<file path="src/rtl/bt_pkg.sv">
package bt_pkg;
  localparam int unsigned CAUSE_W = 2;
  localparam int unsigned CAUSE_SETUP = 0;
  localparam int unsigned CAUSE_HOLD  = 1;

  typedef logic [CAUSE_W-1:0] cause_t;

  function automatic cause_t mk_cause(input logic setup_hit, input logic hold_hit);
    cause_t c;
    c = '0;
    c[CAUSE_SETUP] = setup_hit;
    c[CAUSE_HOLD]  = hold_hit;
    return c;
  endfunction
endpackage

</file>
<file path="src/rtl/bt_setup_chk.sv">
module bt_setup_chk #(
  parameter int unsigned W  = 32,
  parameter int unsigned CW = 6
) (
  input  logic          clk_i,
  input  logic          rst_ni,
  input  logic [W-1:0]  chg_i,
  input  logic          edge_i,
  input  logic [CW-1:0] setup_win_i,
  output logic [W-1:0]  viol_o
);
  localparam logic [CW:0] ONE = {{CW{1'b0}}, 1'b1};

  logic win_on;
  assign win_on = (setup_win_i != '0);

  for (genvar g = 0; g < W; g++) begin : g_bit
    logic [CW-1:0] age_q;  // ticks since last change, saturating

    always_ff @(posedge clk_i or negedge rst_ni) begin
      if (!rst_ni)            age_q <= '1;
      else if (chg_i[g])      age_q <= '0;
      else if (age_q != '1)   age_q <= age_q + 1'b1;
    end

    // distance to edge = age + 1 unless the bit moves in the edge tick
    assign viol_o[g] = edge_i && win_on &&
                       (chg_i[g] || (({1'b0, age_q} + ONE) < {1'b0, setup_win_i}));
  end

  a_r5_setup_off: assert property (@(posedge clk_i) disable iff (!rst_ni)
    (setup_win_i == '0) |-> (viol_o == '0));
endmodule

</file>
<file path="src/rtl/bt_hold_chk.sv">
module bt_hold_chk #(
  parameter int unsigned W  = 32,
  parameter int unsigned CW = 6
) (
  input  logic          clk_i,
  input  logic          rst_ni,
  input  logic [W-1:0]  chg_i,
  input  logic          edge_i,
  input  logic [CW-1:0] hold_win_i,
  output logic [W-1:0]  viol_o
);
  logic [CW-1:0] hcnt_q;

  always_ff @(posedge clk_i or negedge rst_ni) begin
    if (!rst_ni)            hcnt_q <= '0;
    else if (edge_i)        hcnt_q <= hold_win_i;  // restart on each edge
    else if (hcnt_q != '0)  hcnt_q <= hcnt_q - 1'b1;
  end

  assign viol_o = (hcnt_q != '0) ? chg_i : '0;

  a_r4_zero_hold_quiet: assert property (@(posedge clk_i) disable iff (!rst_ni)
    (edge_i && hold_win_i == '0) |=> (viol_o == '0));
endmodule

</file>
<file path="src/rtl/bt_history.sv">
module bt_history #(
  parameter int unsigned W  = 32,
  parameter int unsigned AW = 4
) (
  input  logic          clk_i,
  input  logic          rst_ni,
  input  logic [W-1:0]  bus_i,
  input  logic          trig_i,
  input  logic          fire_i,
  input  logic          arm_i,
  input  logic [AW-1:0] post_cnt_i,
  input  logic [AW-1:0] rd_idx_i,
  output logic [W-1:0]  rd_data_o,
  output logic          done_o
);
  localparam int unsigned DEPTH = 1 << AW;

  logic [W-1:0]  mem_q [DEPTH];
  logic [AW-1:0] wptr_q;
  logic [AW-1:0] post_q;
  logic [AW-1:0] rd_addr;
  logic          wr_en;

  assign wr_en = !trig_i || (post_q != '0);

  always_ff @(posedge clk_i or negedge rst_ni) begin
    if (!rst_ni) begin
      for (int i = 0; i < DEPTH; i++) mem_q[i] <= '0;
      wptr_q <= '0;
    end else if (wr_en) begin
      mem_q[wptr_q] <= bus_i;
      wptr_q        <= wptr_q + 1'b1;
    end
  end

  always_ff @(posedge clk_i or negedge rst_ni) begin
    if (!rst_ni)                         post_q <= '0;
    else if (arm_i)                      post_q <= '0;
    else if (fire_i)                     post_q <= post_cnt_i;
    else if (trig_i && post_q != '0)     post_q <= post_q - 1'b1;
  end

  assign rd_addr   = wptr_q + rd_idx_i;
  assign rd_data_o = mem_q[rd_addr];
  assign done_o    = trig_i && (post_q == '0);

  a_r10_frozen_ptr: assert property (@(posedge clk_i) disable iff (!rst_ni)
    done_o |=> $stable(wptr_q));
endmodule

</file>
<file path="src/rtl/bus_timing_trigger.sv">
module bus_timing_trigger
  import bt_pkg::*;
#(
  parameter int unsigned W        = 32,
  parameter int unsigned CW       = 6,
  parameter int unsigned AW       = 4,
  parameter bit          STB_RISE = 1'b1
) (
  input  logic               clk_i,
  input  logic               rst_ni,
  input  logic [W-1:0]       bus_i,
  input  logic               strobe_i,
  input  logic               arm_i,
  input  logic [CW-1:0]      setup_win_i,
  input  logic [CW-1:0]      hold_win_i,
  input  logic [AW-1:0]      post_cnt_i,
  input  logic [AW-1:0]      rd_idx_i,
  output logic               trig_o,
  output logic [CAUSE_W-1:0] cause_o,
  output logic [W-1:0]       fault_mask_o,
  output logic               cap_done_o,
  output logic [W-1:0]       rd_data_o
);
  logic         primed_q;
  logic [W-1:0] bus_q;
  logic         stb_q;
  logic [W-1:0] chg;
  logic         raw_edge;
  logic         stb_edge;
  logic [W-1:0] s_viol, h_viol, viol;
  logic         fire;
  logic         trig_q;
  cause_t       cause_q;
  logic [W-1:0] mask_q;

  always_ff @(posedge clk_i or negedge rst_ni) begin
    if (!rst_ni) begin
      primed_q <= 1'b0;
      bus_q    <= '0;
      stb_q    <= 1'b0;
    end else begin
      primed_q <= 1'b1;
      bus_q    <= bus_i;
      stb_q    <= strobe_i;
    end
  end

  // first tick after reset is reference only
  assign chg = primed_q ? (bus_i ^ bus_q) : '0;

  if (STB_RISE) begin : g_rise
    assign raw_edge = strobe_i & ~stb_q;
  end else begin : g_fall
    assign raw_edge = ~strobe_i & stb_q;
  end
  assign stb_edge = primed_q & raw_edge;

  bt_setup_chk #(.W(W), .CW(CW)) u_setup (
    .clk_i, .rst_ni, .chg_i(chg), .edge_i(stb_edge),
    .setup_win_i, .viol_o(s_viol)
  );

  bt_hold_chk #(.W(W), .CW(CW)) u_hold (
    .clk_i, .rst_ni, .chg_i(chg), .edge_i(stb_edge),
    .hold_win_i, .viol_o(h_viol)
  );

  assign viol = s_viol | h_viol;
  assign fire = !trig_q && !arm_i && (viol != '0);

  always_ff @(posedge clk_i or negedge rst_ni) begin
    if (!rst_ni) begin
      trig_q  <= 1'b0;
      cause_q <= '0;
      mask_q  <= '0;
    end else if (arm_i) begin
      trig_q  <= 1'b0;
      cause_q <= '0;
      mask_q  <= '0;
    end else if (fire) begin
      trig_q  <= 1'b1;
      cause_q <= mk_cause(|s_viol, |h_viol);
      mask_q  <= viol;
    end
  end

  bt_history #(.W(W), .AW(AW)) u_hist (
    .clk_i, .rst_ni, .bus_i, .trig_i(trig_q), .fire_i(fire), .arm_i,
    .post_cnt_i, .rd_idx_i, .rd_data_o, .done_o(cap_done_o)
  );

  assign trig_o       = trig_q;
  assign cause_o      = cause_q;
  assign fault_mask_o = mask_q;

  a_r7_trig_sticky: assert property (@(posedge clk_i) disable iff (!rst_ni)
    (trig_q && !arm_i) |=> trig_q);

  a_r7_arm_clears: assert property (@(posedge clk_i) disable iff (!rst_ni)
    arm_i |=> (!trig_q && mask_q == '0));

  a_r8_latch_frozen: assert property (@(posedge clk_i) disable iff (!rst_ni)
    (trig_q && !arm_i) |=> ($stable(mask_q) && $stable(cause_q)));

  a_r6_fault_named: assert property (@(posedge clk_i) disable iff (!rst_ni)
    $rose(trig_q) |-> (mask_q != '0 && cause_q != '0));
endmodule

</file>
<file path="config.mk">
export PLATFORM = sky130hd
export DESIGN_NAME = bus_timing_trigger
export DESIGN_NICKNAME = d
export VERILOG_FILES = /design/src/rtl/bt_pkg.sv /design/src/rtl/bt_setup_chk.sv /design/src/rtl/bt_hold_chk.sv /design/src/rtl/bt_history.sv /design/src/rtl/bus_timing_trigger.sv
export SDC_FILE = /design/constraint.sdc
export NUM_CORES = 1
export LEC_CHECK = 0
export BUFFER_PORTS_ARGS = -buffer_cell sky130_fd_sc_hd__buf_4
export CORE_MARGIN = 8
export CORE_UTILIZATION = 57
export DETAILED_ROUTE_END_ITERATION = 10
export PLACE_DENSITY_LB_ADDON = 0.08
export SLEW_MARGIN = 10
export SYNTH_ARGS = -nofsm -noshare
export SYNTH_HDL_FRONTEND = slang
export SYNTH_SLANG_ARGS = --single-unit
</file>
<file path="constraint.sdc">
create_clock -name clk_i -period 5.8 [get_ports clk_i]
set_clock_uncertainty 0.2 [all_clocks]
set_input_delay 1.74 -clock clk_i [delete_from_list [all_inputs] [get_ports clk_i]]
set_output_delay 1.74 -clock clk_i [all_outputs]
set_load 0.005 [all_outputs]
</file>
==> results.md <==
- Psw: 9.63 mW
- Rows: 98
- Nets: approximately 3700
- Final min period: roughly 6.1 ns
- DRT iter0 DRCs: about 1700
- Finish-stage setup viols: 32
- WHS Endpoint: u_hist.mem_q[99]
- Area contributors post-synth: dfrtp_1, mux2_2, dfstp_2
- PortBufs: 123
- Crit share post-route: 1.06
- Mapped Cells: 3337
- Reg-to-reg slack, setup: around 1.8 ns
- Min Hold Slack: ~0.30 ns
- Layout cell share with drive strength beyond 1: 0.381
- Skew-Pair Late Insertion Delay: around 0.64 ns
- Critical Path Source: rd_idx_i[0]
- Drc violations: 0
- Post-synthesis cell area: between 0.04 and 0.05 mm^2
- Clk sinks: ~790
- Int Power: 18.6 mW
- Synth top area share: 0.366
- TNS Setup: -8.54 ns
- Routed WL per cell: approximately 23 um
- Max_slew headroom: 0.241
- P&R area growth vs syn: 15.5%
- Hold Crit Depth: 1
- Vias in the first global route: 29103
- Yosys reg bits: between 700 and 800
- Worst Hold Launch: u_hist.mem_q[99]
- Unrepaired setup endpoints after global routing: yes
- Drt first pass iters: 5
- DP HPWL: around 66000 um
- Synth cell count leaders: dfrtp_1, mux2_2, nor2_1
- Initial Util: 0.573
- PD cells: roughly 600 mW/mm^2
- Worst-Margin Slew: roughly 1.1 ns
- Sw frac: 0.341
- I/O Pins: approximately 120
- Setup CP Type: in -> out
- Top-count cell post-synth: dfrtp_1
- Worst min path class: reg -> reg
- Number of synthesized flops with an enable pin: 0
- Core Region: 0.0711 mm^2
- GRT Overall Usage: 0.259
- Die ar.: ~0.080 mm^2
- Total power: about 28 mW
- Post-synthesis cell type with the largest combined area: dfrtp_1
- Clock power share: 0.205
- Routed Antenna Nets: 0
- Max-slew violations: 0
- Leakage Power: around 21 nW
- Max Fanout on Critical Path: 7
- Worst R2R End: fault_mask_o[16]
- Outcome: finished with violations
- Placer Congestion: 0.828
- Number of placed instances, taps included: between 4000 and 5000
- Reg power frac: 0.337
- Post-synthesis sequential area ratio: 0.490
- Clk buf depth: 3
- CTS tree: done
- Core Util, Final: 0.662
- Main synth FF type: dfrtp_1
- Root Buffer: clkbuf_16
- FMAX: ~160 MHz
- Maximum capacitance violations: 0
- Max VDD drop: between 0.4 and 0.5 mV
- Worst Setup Slack, final: -0.324 ns
- DP Area: 0.0432 mm^2
- Inserted Clock Buffers: 85
- Critical R2R Launch: u_setup.g_bit[8].age_q[0]
- Total grt overflow: 0
- Die width: ~280 um
- CTS Hold Bufs: 0
- Setup crit end kind: primary output
- Reg clk slew, reported paths: ~0.05 ns
- Yosys warns: 0
- Req. time, crit path: between 3 and 4 ns
- Avg Inst Size Synth: 12.2 um^2
- H-Tree Depth: 3
- Asr flop ratio synth: 1.00
- Synth cell types: 57
- Fin area: 0.0470 mm^2
- Vias: roughly 27000
- Via density: 6.10
- First-pass GRT wire length: 167000 um
- Finished Layout Cells: 4493
- Startpoint Class: input port
- Total wire length: roughly 110000 um
- Failing checks: setup timing
- Antenna violations before repair: 3
- Syn_nets: 3595
- Worst endpoint data arrival time: ~4.2 ns
- Largest net degree at the start of global routing: 159
- Die height: roughly 280 um
- Reg2Reg Depth: 13
- Logic pwr share: 0.458
- Hold violation count in the final report: 0
- Pre-CTS WS: -0.322 ns
==> power groups by stage <==
stage,Sequential [mW],Combinational (mW),Clock [mW]
after floorplan,9.00,7.74,0
after global placement,9.37,11.1,0
after CTS,9.45,12.5,5.88
after global routing,9.75,13.9,6.12
after detailed placement,9.50,11.5,0
final,9.51,12.9,5.79
==> metal layers <==
metal	global-route usage	up-vias	wire length (um)
met3	0.0367	183	4740
met2	0.437	627	52100
li1	-	12262	-
met1	0.346	14325	45700
met5	0	-	0
met4	0.0844	0	2930
==> final cells by class <==
cell class | count | area (um^2)
clock inverters | 38 | 611
diodes | 3 | 7.51
fillers | 5259 | 24100
multi-input cells | 2292 | 20300
inverters | 41 | 154
flip-flops and latches | 787 | 19900
clock buffers | 121 | 2400
repair buffers | 261 | 2500
well taps | 950 | 1190
==> state kept, by name (all words and copies together) (netlist names), 2 cells and up <==
signal / cells
u_hold.hcnt_q: 6
cause_o: 2
u_hist.post_q: 4
u_hist.mem_q: 512
fault_mask_o: 32
bus_q: 32
u_hist.wptr_q: 4
u_setup.g_bit.age_q: 192
==> how the worst max path moves through the flow <==
stage | slack [ns] | cells after the start | endpoint
2_1_floorplan | -0.03 | 9 | rd_data_o[11]
4_1_cts | -0.25 | 11 | rd_data_o[18]
3_3_place_gp | -0.31 | 10 | rd_data_o[27]
5_1_grt | -0.39 | 11 | rd_data_o[22]
6_report | -0.32 | 11 | rd_data_o[22]
3_5_place_dp | -0.32 | 10 | rd_data_o[27]
==> cell families after synthesis <==
logic type      after synthesis  share of synthesized area
mux                         684                      0.223
buf+inv                     258                     0.0246
other cells                   1                  0.0000921
simple gates                854                     0.0969
flops                       787                      0.490
fa+ha+maj                   202                     0.0623
compound gates              349                     0.0599
xor+xnor                    202                     0.0434
==> placed cells by master, fill, tap and decap left out, drive strengths merged, types with 115 or more instances in the layout <==
master,n
dfrtp,595
mux2,514
nor2,302
buf,259
nand2,210
ha,201
dfstp,192
mux4,128
clkbuf,123
nand3,115
==> critical path: stages <==
cell and delay [ns]:
buf_8 0.08, ha_4 0.13, inv_2 0.04, fa_4 0.95, buf_8 0.18, buf_16 0.14
buf_6 0.10, mux4_2 0.31, a211oi_2 0.27, a31oi_2 0.08, buf_4 0.16
==> timing repair <==
| item | CTS | global route |
|---|---|---|
| resized for setup | 65 | 38 |
| pin swaps | 12 | 24 |
| setup buffers | 8 | 8 |
| cloned | 5 | 3 |
| setup endpoints to repair | 32 | 32 |
(Power assumes the default switching activity.)
